### src/rtl/wake_pkg.sv
// Package wake_pkg
// Shared state encoding and control-word bit positions for the wake-up
// controller. Assumes at most six event sources fit in the word.
package wake_pkg;
    typedef enum logic [1:0] {
        PM_AWAKE   = 2'b00,
        PM_SUSPEND = 2'b01,
        PM_SLEEP   = 2'b10
    } pm_state_t;

    localparam int REG_W     = 16;
    localparam int ARM_LSB   = 0;
    localparam int PIN_BIT   = 6;
    localparam int ERR_BIT   = 7;
    localparam int FLG_LSB   = 8;
    localparam int SUSP_BIT  = 14;
    localparam int SLEEP_BIT = 15;
endpackage

### src/rtl/wake_pin_sync.sv
// Module wake_pin_sync
// Brings the asynchronous active-low reset pin into the clock domain with two
// flops, then flags one cycle per falling edge. Assumes the pin idles high.
module wake_pin_sync (
    input  logic clk,
    input  logic rst_n,
    input  logic pin_n,
    output logic fall_o
);
    logic sync1, sync2, prev;

    // Two-stage synchronizer plus one history flop for edge detection.
    always_ff @(posedge clk) begin
        if (!rst_n) begin
            sync1 <= 1'b1;
            sync2 <= 1'b1;
            prev  <= 1'b1;
        end else begin
            sync1 <= pin_n;
            sync2 <= sync1;
            prev  <= sync2;
        end
    end

    assign fall_o = prev & ~sync2;

    // one synchronized fall never spans two cycles.
    a_r7_single_fall: assert property (@(posedge clk) disable iff (!rst_n)
        fall_o |=> !fall_o);
endmodule

### src/rtl/wake_flags.sv
// Module wake_flags
// Bank of sticky flags. A set request wins over a same-cycle clear request.
// Assumes set and clear are single-cycle qualified strobes.
module wake_flags #(
    parameter int W = 7
) (
    input  logic         clk,
    input  logic         rst_n,
    input  logic [W-1:0] set_i,
    input  logic [W-1:0] clr_i,
    output logic [W-1:0] flags_o
);
    for (genvar g = 0; g < W; g++) begin : g_flag
        // One sticky bit: set on its event, cleared on its W1C strobe.
        always_ff @(posedge clk) begin
            if (!rst_n)
                flags_o[g] <= 1'b0;
            else if (set_i[g])
                flags_o[g] <= 1'b1;
            else if (clr_i[g])
                flags_o[g] <= 1'b0;
        end

        // an event always leaves its flag set.
        a_r2_event_sets: assert property (@(posedge clk) disable iff (!rst_n)
            set_i[g] |=> flags_o[g]);
        // a clear without a colliding event drops the flag.
        a_r3_clear_drops: assert property (@(posedge clk) disable iff (!rst_n)
            (clr_i[g] && !set_i[g]) |=> !flags_o[g]);
    end
endmodule

### src/rtl/wake_holdoff.sv
// Module wake_holdoff
// Down-counter that blocks low-power entry for HOLD_CYC cycles after each
// start pulse. A new start reloads the full window. Assumes HOLD_CYC >= 1.
module wake_holdoff #(
    parameter int HOLD_CYC = 300
) (
    input  logic clk,
    input  logic rst_n,
    input  logic start_i,
    output logic busy_o
);
    localparam int CW = $clog2(HOLD_CYC + 1);
    localparam logic [CW-1:0] LOAD = CW'(HOLD_CYC);

    logic [CW-1:0] cnt;

    // Load on start, otherwise count down to zero and stay there.
    always_ff @(posedge clk) begin
        if (!rst_n)
            cnt <= '0;
        else if (start_i)
            cnt <= LOAD;
        else if (cnt != '0)
            cnt <= cnt - 1'b1;
    end

    assign busy_o = (cnt != '0);

    // a start always opens the window.
    a_r8_window_opens: assert property (@(posedge clk) disable iff (!rst_n)
        start_i |=> busy_o);
    // the window shrinks by exactly one per cycle.
    a_r8_counts_down: assert property (@(posedge clk) disable iff (!rst_n)
        (busy_o && !start_i) |=> (cnt == $past(cnt) - 1'b1));
endmodule

### src/rtl/wake_mode_fsm.sv
// Module wake_mode_fsm
// Tracks awake/suspend/sleep, accepts or refuses entry requests, holds the
// one-shot arm mask and the sticky refusal error, and emits the wake pulse.
// Assumes requests arrive as qualified single-cycle write strobes.
module wake_mode_fsm
    import wake_pkg::*;
#(
    parameter int N_SRC = 6
) (
    input  logic             clk,
    input  logic             rst_n,
    input  logic             wr_i,
    input  logic             req_sleep_i,
    input  logic             req_susp_i,
    input  logic [N_SRC-1:0] req_arm_i,
    input  logic             err_clr_i,
    input  logic [N_SRC-1:0] flags_i,
    input  logic [N_SRC-1:0] evt_i,
    input  logic             pin_fall_i,
    input  logic             hold_busy_i,
    output pm_state_t        state_o,
    output logic [N_SRC-1:0] arm_o,
    output logic             err_o,
    output logic             wake_o
);
    logic req, blocked, enter_ok, refused, wake_hit;

    assign req      = wr_i & (req_sleep_i | req_susp_i);
    assign blocked  = (|(req_arm_i & flags_i)) | hold_busy_i | pin_fall_i;
    assign enter_ok = (state_o == PM_AWAKE) & req & ~blocked;
    assign refused  = (state_o == PM_AWAKE) & req & blocked;
    assign wake_hit = (state_o != PM_AWAKE) & ((|(evt_i & arm_o)) | pin_fall_i);

    // State and arm mask: load both on entry, drop to awake and disarm on wake.
    always_ff @(posedge clk) begin
        if (!rst_n) begin
            state_o <= PM_AWAKE;
            arm_o   <= '0;
        end else if (enter_ok) begin
            state_o <= req_sleep_i ? PM_SLEEP : PM_SUSPEND;
            arm_o   <= req_arm_i;
        end else if (wake_hit) begin
            state_o <= PM_AWAKE;
            arm_o   <= '0;
        end
    end

    // Registered one-cycle wake pulse.
    always_ff @(posedge clk) begin
        if (!rst_n) wake_o <= 1'b0;
        else        wake_o <= wake_hit;
    end

    // Sticky refusal error; a new refusal wins over a clear.
    always_ff @(posedge clk) begin
        if (!rst_n)         err_o <= 1'b0;
        else if (refused)   err_o <= 1'b1;
        else if (err_clr_i) err_o <= 1'b0;
    end

    // a pending flag on a requested source blocks entry and raises error.
    a_r5_refuse: assert property (@(posedge clk) disable iff (!rst_n)
        (state_o == PM_AWAKE && req && |(req_arm_i & flags_i)) |=>
        (state_o == PM_AWAKE && err_o));
    // no entry while the hold-off window is open.
    a_r8_hold_blocks: assert property (@(posedge clk) disable iff (!rst_n)
        (state_o == PM_AWAKE && req && hold_busy_i) |=> (state_o == PM_AWAKE));
    // a pin fall always wakes a low-power state.
    a_r7_pin_wakes: assert property (@(posedge clk) disable iff (!rst_n)
        (state_o != PM_AWAKE && pin_fall_i) |=> (state_o == PM_AWAKE && wake_o));
    // a wake pulse coincides with an awake, disarmed block.
    a_r6_disarmed: assert property (@(posedge clk) disable iff (!rst_n)
        wake_o |-> (state_o == PM_AWAKE && arm_o == '0));
    // the wake pulse lasts one cycle.
    a_r6_pulse: assert property (@(posedge clk) disable iff (!rst_n)
        wake_o |=> !wake_o);
    // sleep wins when both request bits are written.
    a_r4_sleep_prio: assert property (@(posedge clk) disable iff (!rst_n)
        (state_o == PM_AWAKE && req_sleep_i && req_susp_i && wr_i && !blocked) |=>
        (state_o == PM_SLEEP));
endmodule

### src/rtl/wake_ctrl.sv
// Module wake_ctrl
// Top of the wake-up controller: control/status word, sticky flags for N_SRC
// events plus the reset pin, hold-off after pin wakes, and the mode FSM.
// Assumes N_SRC <= 6 and HOLD_CYC = CLK_MHZ*HOLD_US >= 1.
module wake_ctrl
    import wake_pkg::*;
#(
    parameter int N_SRC   = 6,
    parameter int CLK_MHZ = 20,
    parameter int HOLD_US = 15
) (
    input  logic             clk,
    input  logic             rst_n,
    input  logic             reg_wr,
    input  logic [15:0]      reg_wdata,
    output logic [15:0]      reg_rdata,
    input  logic [N_SRC-1:0] evt_i,
    input  logic             rst_pin_n,
    output logic             wake_o,
    output logic [1:0]       pm_state_o
);
    localparam int HOLD_CYC = CLK_MHZ * HOLD_US;
    localparam int FW       = N_SRC + 1;

    logic             pin_fall;
    logic             hold_busy;
    logic [FW-1:0]    flag_set, flag_clr, flags;
    logic [N_SRC-1:0] arm;
    logic             err;
    pm_state_t        state;

    wake_pin_sync u_sync (
        .clk    (clk),
        .rst_n  (rst_n),
        .pin_n  (rst_pin_n),
        .fall_o (pin_fall)
    );

    // Flag bank inputs: top bit is the reset-pin flag.
    assign flag_set = {pin_fall, evt_i};
    assign flag_clr = reg_wr ? {reg_wdata[PIN_BIT], reg_wdata[FLG_LSB +: N_SRC]} : '0;

    wake_flags #(.W(FW)) u_flags (
        .clk     (clk),
        .rst_n   (rst_n),
        .set_i   (flag_set),
        .clr_i   (flag_clr),
        .flags_o (flags)
    );

    wake_holdoff #(.HOLD_CYC(HOLD_CYC)) u_hold (
        .clk     (clk),
        .rst_n   (rst_n),
        .start_i (pin_fall),
        .busy_o  (hold_busy)
    );

    wake_mode_fsm #(.N_SRC(N_SRC)) u_fsm (
        .clk         (clk),
        .rst_n       (rst_n),
        .wr_i        (reg_wr),
        .req_sleep_i (reg_wdata[SLEEP_BIT]),
        .req_susp_i  (reg_wdata[SUSP_BIT]),
        .req_arm_i   (reg_wdata[ARM_LSB +: N_SRC]),
        .err_clr_i   (reg_wr & reg_wdata[ERR_BIT]),
        .flags_i     (flags[N_SRC-1:0]),
        .evt_i       (evt_i),
        .pin_fall_i  (pin_fall),
        .hold_busy_i (hold_busy),
        .state_o     (state),
        .arm_o       (arm),
        .err_o       (err),
        .wake_o      (wake_o)
    );

    // Assemble the status view of the control word.
    always_comb begin
        reg_rdata                   = '0;
        reg_rdata[ARM_LSB +: N_SRC] = arm;
        reg_rdata[PIN_BIT]          = flags[N_SRC];
        reg_rdata[ERR_BIT]          = err;
        reg_rdata[FLG_LSB +: N_SRC] = flags[N_SRC-1:0];
        reg_rdata[SUSP_BIT]         = (state == PM_SUSPEND);
        reg_rdata[SLEEP_BIT]        = (state == PM_SLEEP);
    end

    assign pm_state_o = state;

    // the state output never shows the unused encoding.
    a_r4_legal_state: assert property (@(posedge clk) disable iff (!rst_n)
        pm_state_o != 2'b11);
endmodule

### config.mk
export PLATFORM = sky130hd
export DESIGN_NAME = wake_ctrl
export DESIGN_NICKNAME = d
export VERILOG_FILES = /design/src/rtl/wake_pkg.sv /design/src/rtl/wake_pin_sync.sv /design/src/rtl/wake_flags.sv /design/src/rtl/wake_holdoff.sv /design/src/rtl/wake_mode_fsm.sv /design/src/rtl/wake_ctrl.sv
export SDC_FILE = /design/constraint.sdc
export NUM_CORES = 1
export LEC_CHECK = 0
export ABC_AREA = 1
export BUFFER_PORTS_ARGS = -buffer_cell sky130_fd_sc_hd__buf_2
export CAP_MARGIN = 25
export CORE_ASPECT_RATIO = 0.5
export CORE_UTILIZATION = 45
export CTS_CLUSTER_SIZE = 10
export DETAILED_ROUTE_END_ITERATION = 12
export PLACE_DENSITY = 0.73
export SYNTH_ARGS = -nofsm -noshare
export SYNTH_HDL_FRONTEND = slang
export SYNTH_SLANG_ARGS = --single-unit
### constraint.sdc
create_clock -name clk -period 2.6 [get_ports clk]
set_input_delay 0.39 -clock clk [delete_from_list [all_inputs] [get_ports clk]]
set_output_delay 0.39 -clock clk [all_outputs]
set_load 0.01 [all_outputs]
======== Word level (Yosys, flattened, before mapping) ========
Cells that the tools add are included.
storage, ports and cells
  ROM bits ................................ 0
  output and inout port bits .............. 19
  memories ................................ 0
  memory bits (writable) .................. 0
  bits in latches ......................... 0
  bits in registers ....................... 29
operators by class
  mux-type cells .......................... 24
  multipliers ............................. 0
  add/subtract/negate cells ............... 1
  equal/unequal tests ..................... 2
  divide/modulo/power cells ............... 0
  bitwise operators ....................... 16
  shift-type cells ........................ 0
  reductions and logical operators ........ 16
  $lt $le $gt $ge ......................... 0
operators by type and width
  operator                                                               count
  2-bit nonzero test                                                     11
  9-bit two-way mux                                                      2
  1-bit two-way mux                                                      16
  6-bit bitwise AND                                                      2
  6-bit two-way mux                                                      2
  6-bit OR reduction                                                     2
  9-bit nonzero test                                                     1
  9-bit by 1-bit subtractor with 9-bit output, second input constant     1
  1-bit bitwise AND                                                      7
  7-bit two-way mux                                                      1
  2-bit two-way mux                                                      3
  1-bit bitwise OR                                                       4
  1-bit inverter                                                         3
  2-bit by 1-bit equality test with 1-bit output, second input constant  1
  2-bit equality test, second input constant                             1
  2-bit zero test                                                        1
  2-bit OR reduction                                                     1

======== Logic depth before layout (Yosys ltp) ========
  depth in word-level cells ............... 7
  gate-level depth with buffers ........... 10

======== Hierarchy ========
A second synthesis with hierarchy kept.
unflattened totals
  cell total of the unflattened synthesis .. 216
  area, all modules ....................... 1521.5 um2
by module, submodules not included
  module         area an instance (um2)  times used  cells an instance
  wake_mode_fsm  579.3                   1           75
  wake_holdoff   480.5                   1           72
  wake_flags     284.0                   1           36
  wake_pin_sync  90.1                    1           11
  wake_ctrl      87.6                    1           22

======== Worst setup path after synthesis ========
No wires, ideal clock.
  path type ............................... register -> register
  start point ............................. register u_hold.cnt[0]
  end point ............................... register u_fsm.arm_o[0]
  setup time .............................. 0.132 ns
  clock period less this slack ............ 1.457 ns
  setup slack ............................. 1.143 ns
  cell stages (with the launch flop) ...... 10
  arrival ................................. 1.324 ns
  path through ............................ dfxtp_1 -> inv_1 -> ha_1 -> nand2_2 -> nor2_4 -> nand3_4 -> nor2_8 -> nand2_4 -> nand3_1 -> a21oi_1
between the ends
  cells in the longest elaborated chain, start to end .. 6
RTL lines
  element                                                         RTL line             RTL
  start: declaration                                              wake_holdoff.sv:15   logic [CW-1:0] cnt;
  start signal: assignment                                        wake_holdoff.sv:24   cnt <= cnt - 1'b1;
  9-bit nonzero test *                                            wake_holdoff.sv:27   assign busy_o = (cnt != '0);
  1-bit bitwise OR * (2 in series)                                wake_mode_fsm.sv:29  assign blocked = (|(req_arm_i & flags_i)) | hold_busy_i | pin_fall_i;
  1-bit inverter *                                                wake_mode_fsm.sv:30  assign enter_ok = (state_o == PM_AWAKE) & req & ~blocked;
  1-bit bitwise AND *                                             wake_mode_fsm.sv:30
  6-bit two-way mux / 2-bit nonzero test (equally long branches)  --
  end signal: assignment                                          wake_mode_fsm.sv:41  arm_o <= req_arm_i;
  end: declaration                                                wake_mode_fsm.sv:22  output logic [N_SRC-1:0] arm_o,
Mark *: on every way between the ends. The rest lies on a longest branch, timed or not.
A chain may end at the register's enable or synchronous reset.

======== Worst setup path in the final report ========
Same ends and word-level chain as after synthesis.

==> results.py <==
metrics = {
    "run_status": {
        "status": "completed",
    },
    "drt": {
        "num_vias": 1278,
        "drt_first_pass_iters": 4,
        "avgRoutedWirePerCell_um": 11.2,
        "vias_per_cell": 4.88,
        "ant_nets": 0,
        "drt_iter0_drc": 45,
        "drc": 0,
        "routed_wl_um": 2920,
    },
    "sta": {
        "slew_headroom": 0.565,
        "slew_viol_final": 0,
        "min_period_over_period": 0.630,
        "finalSetupTns_ps": 0,
        "period_needed_ps": 1640,
        "rsz0062_at_grt": "false",
        "fin_skew_ps": 2.96,
        "finalSetupViolations": 0,
        "worst_pin_slew_ps": 652,
        "hold_viol_final": 0,
        "fmax_mhz": 610,
    },
    "worst_setup_path": {
        "endpoint": "u_fsm.arm_o[0]",
        "r2r-end": "u_fsm.arm_o[0]",
        "path_class": "flip-flop to flip-flop",
        "critPathMaxFanout": 10,
        "crit_path_end_kind": "flip-flop",
        "start_kind": "flip-flop",
        "regToRegSetupSlack_ps": 960,
        "crit_required_ps": 2730,
        "rr_startpoint": "u_hold.cnt[0]",
        "setup.worst_path.start": "u_hold.cnt[0]",
        "reg2reg_depth": 9,
        "critPathArrivalTime_ps": 1770,
    },
    "finish": {
        "final_common_cell": "nand2_1",
        "area_delta_synth_final_pct": 26.2,
        "final_layout_size_suffix_gt1_frac": 0.316,
        "fin_cells": 262,
        "stdcell_area_sq_um": 1680,
        "final_util": 0.620,
        "final_cell_mix": "nand2_1, buf_2, dfxtp_1",
        "antenna_cells": 0,
        "nNetsFinal": 251,
    },
    "placement": {
        "post_dp_cell_area_sq_um": 1570,
        "dp_hpwl_um": 2180,
        "place_congestion": 0.856,
        "port_buffers": 44,
        "placed_cells": 254,
    },
    "global_routing": {
        "grt_pass1_wl_um": 4610,
        "grt_use_total": 0.202,
        "grt_max_degree": 23,
        "overflow": 0,
        "grt_pass1_vias": 1058,
        "antenna_found_initial": 0,
    },
    "clock_network": {
        "cts_max_level": 2,
        "cts_buffers": 5,
        "clock_path_buffers": 2,
        "cts_root_buf": "clkbuf_8",
        "cts_tree": "yes",
        "hold_buffers": 0,
        "clkSlewWorstSetupHoldPaths_ps": 60,
        "clock_latency_ps": 280,
        "post_cts_buffers": 0,
        "ctsResizeCount": 0,
        "cts.sinks": 29,
    },
    "power": {
        "power_mw": 1.62,
        "p_leak_nw": 0.840,
        "ir_drop_uv": 444,
        "powerDensity_nw_per_um2": 968,
    },
    "hold_path": {
        "min_path_type": "primary input to flip-flop",
    },
    "yosys": {
        "synth_fp_nets": 204,
        "netlist_area_sq_um": 1330,
        "yosys_warnings": 0,
        "seq_area_frac_synth": 0.437,
        "syn_avg_cell_area_sq_um": 7.50,
        "synthCells": 177,
        "ys_seq_elements": 29,
        "ys_types": 27,
    },
    "floorplan": {
        "die-width_um": 78.8,
        "core_area_sq_um": 2700,
        "rows": 13,
        "start_util": 0.492,
        "dieArea_sq_um": 3180,
        "die_h_um": 40.4,
        "ios": 45,
    },
    "flow_run": {
        "max_cap_violations": 0,
    },
}
area by class of cell:
type | instances | area, sq um
Timing Repair Buffer | 44 | 220
Tap cell | 37 | 46.3
Sequential cell | 29 | 581
Multi-Input combinational cell | 129 | 671
Clock buffer | 7 | 96.3
Clock inverter | 1 | 5.00
Inverter | 15 | 56.3
Fill cell | 248 | 1020
where the power goes:
group	internal [mW]	leakage, nW	switching (mW)
registers	0.525	0.239	0.0665
clock network	0.239	0.0542	0.164
logic	0.241	0.547	0.388
layer usage:
metal	GRT usage	routed length, um	share of wire
met2	0.346	1440	0.49
met3	0.0773	128	0.044
met4	0.118	35	0.012
met1	0.228	1320	0.45
met5	0	0	0
sequential cells by signal, indices dropped and copies added, names as in the netlist:
signal	flops
u_fsm.arm_o	6
u_sync.prev	1
u_fsm.wake_o	1
u_flags.flags_o	7
u_fsm.err_o	1
u_hold.cnt	9
u_fsm.state_o	2
u_sync.sync2	1
u_sync.sync1	1
how the worst min path moves through the flow:
stage | from | endpoint | slack (ps) | cells past startpoint
2_1_floorplan | u_sync.sync1 | u_sync.sync2 | 390 | 1
3_5_place_dp | u_sync.sync1 | u_sync.sync2 | 400 | 1
4_1_cts | rst_pin_n | u_sync.sync1 | 290 | 2
3_3_place_gp | u_sync.sync1 | u_sync.sync2 | 390 | 1
5_1_grt | rst_pin_n | u_sync.sync1 | 300 | 2
6_report | rst_pin_n | u_sync.sync1 | 300 | 2
cell families after synthesis:
family / synth area share
compound gates: 0.119
xor+xnor: 0.00660
fa+ha+maj: 0.00942
buf+inv: 0.0575
flops: 0.437
simple gates: 0.370
Yosys cell counts:
cell type   n  area share
a211oi_1    2       0.011
a21oi_1    22       0.083
a21oi_2     1      0.0066
buf_2       1      0.0038
buf_4       1      0.0057
clkbuf_1    2      0.0057
clkinv_1    1      0.0028
dfxtp_1    29        0.44
ha_1        1      0.0094
inv_1      10       0.028
inv_2       4       0.011
nand2_1    45        0.13
nand2_2     3       0.014
nand2_4     2       0.017
nand3_1    20       0.075
nand3_2     1      0.0075
nand3_4     1       0.013
nand4_1     1      0.0047
nor2_1     18       0.051
nor2_4      2       0.017
nor2_8      2       0.030
nor3_1      1      0.0038
o21ai_0     2      0.0075
o21ai_1     1      0.0038
o21ai_2     1      0.0066
or2_2       2      0.0094
xor2_1      1      0.0066
worst max-delay path, cell delays in order, from the launching register on:
cell,delay [ps]
dfxtp_1,310
inv_1,120
ha_1,210
nand2_2,90
nor2_4,120
nand3_4,170
nor2_8,210
nand2_4,100
nand3_1,80
a21oi_1,70
stage by stage:
step	worst slack (ps)	hold WS, ps
2_1_floorplan	1140	393
3_3_place_gp	1040	394
3_5_place_dp	973	402
4_1_cts	957	288
5_1_grt	774	297
6_report	962	298
No activity file was read; power rests on OpenSTA's default activity.
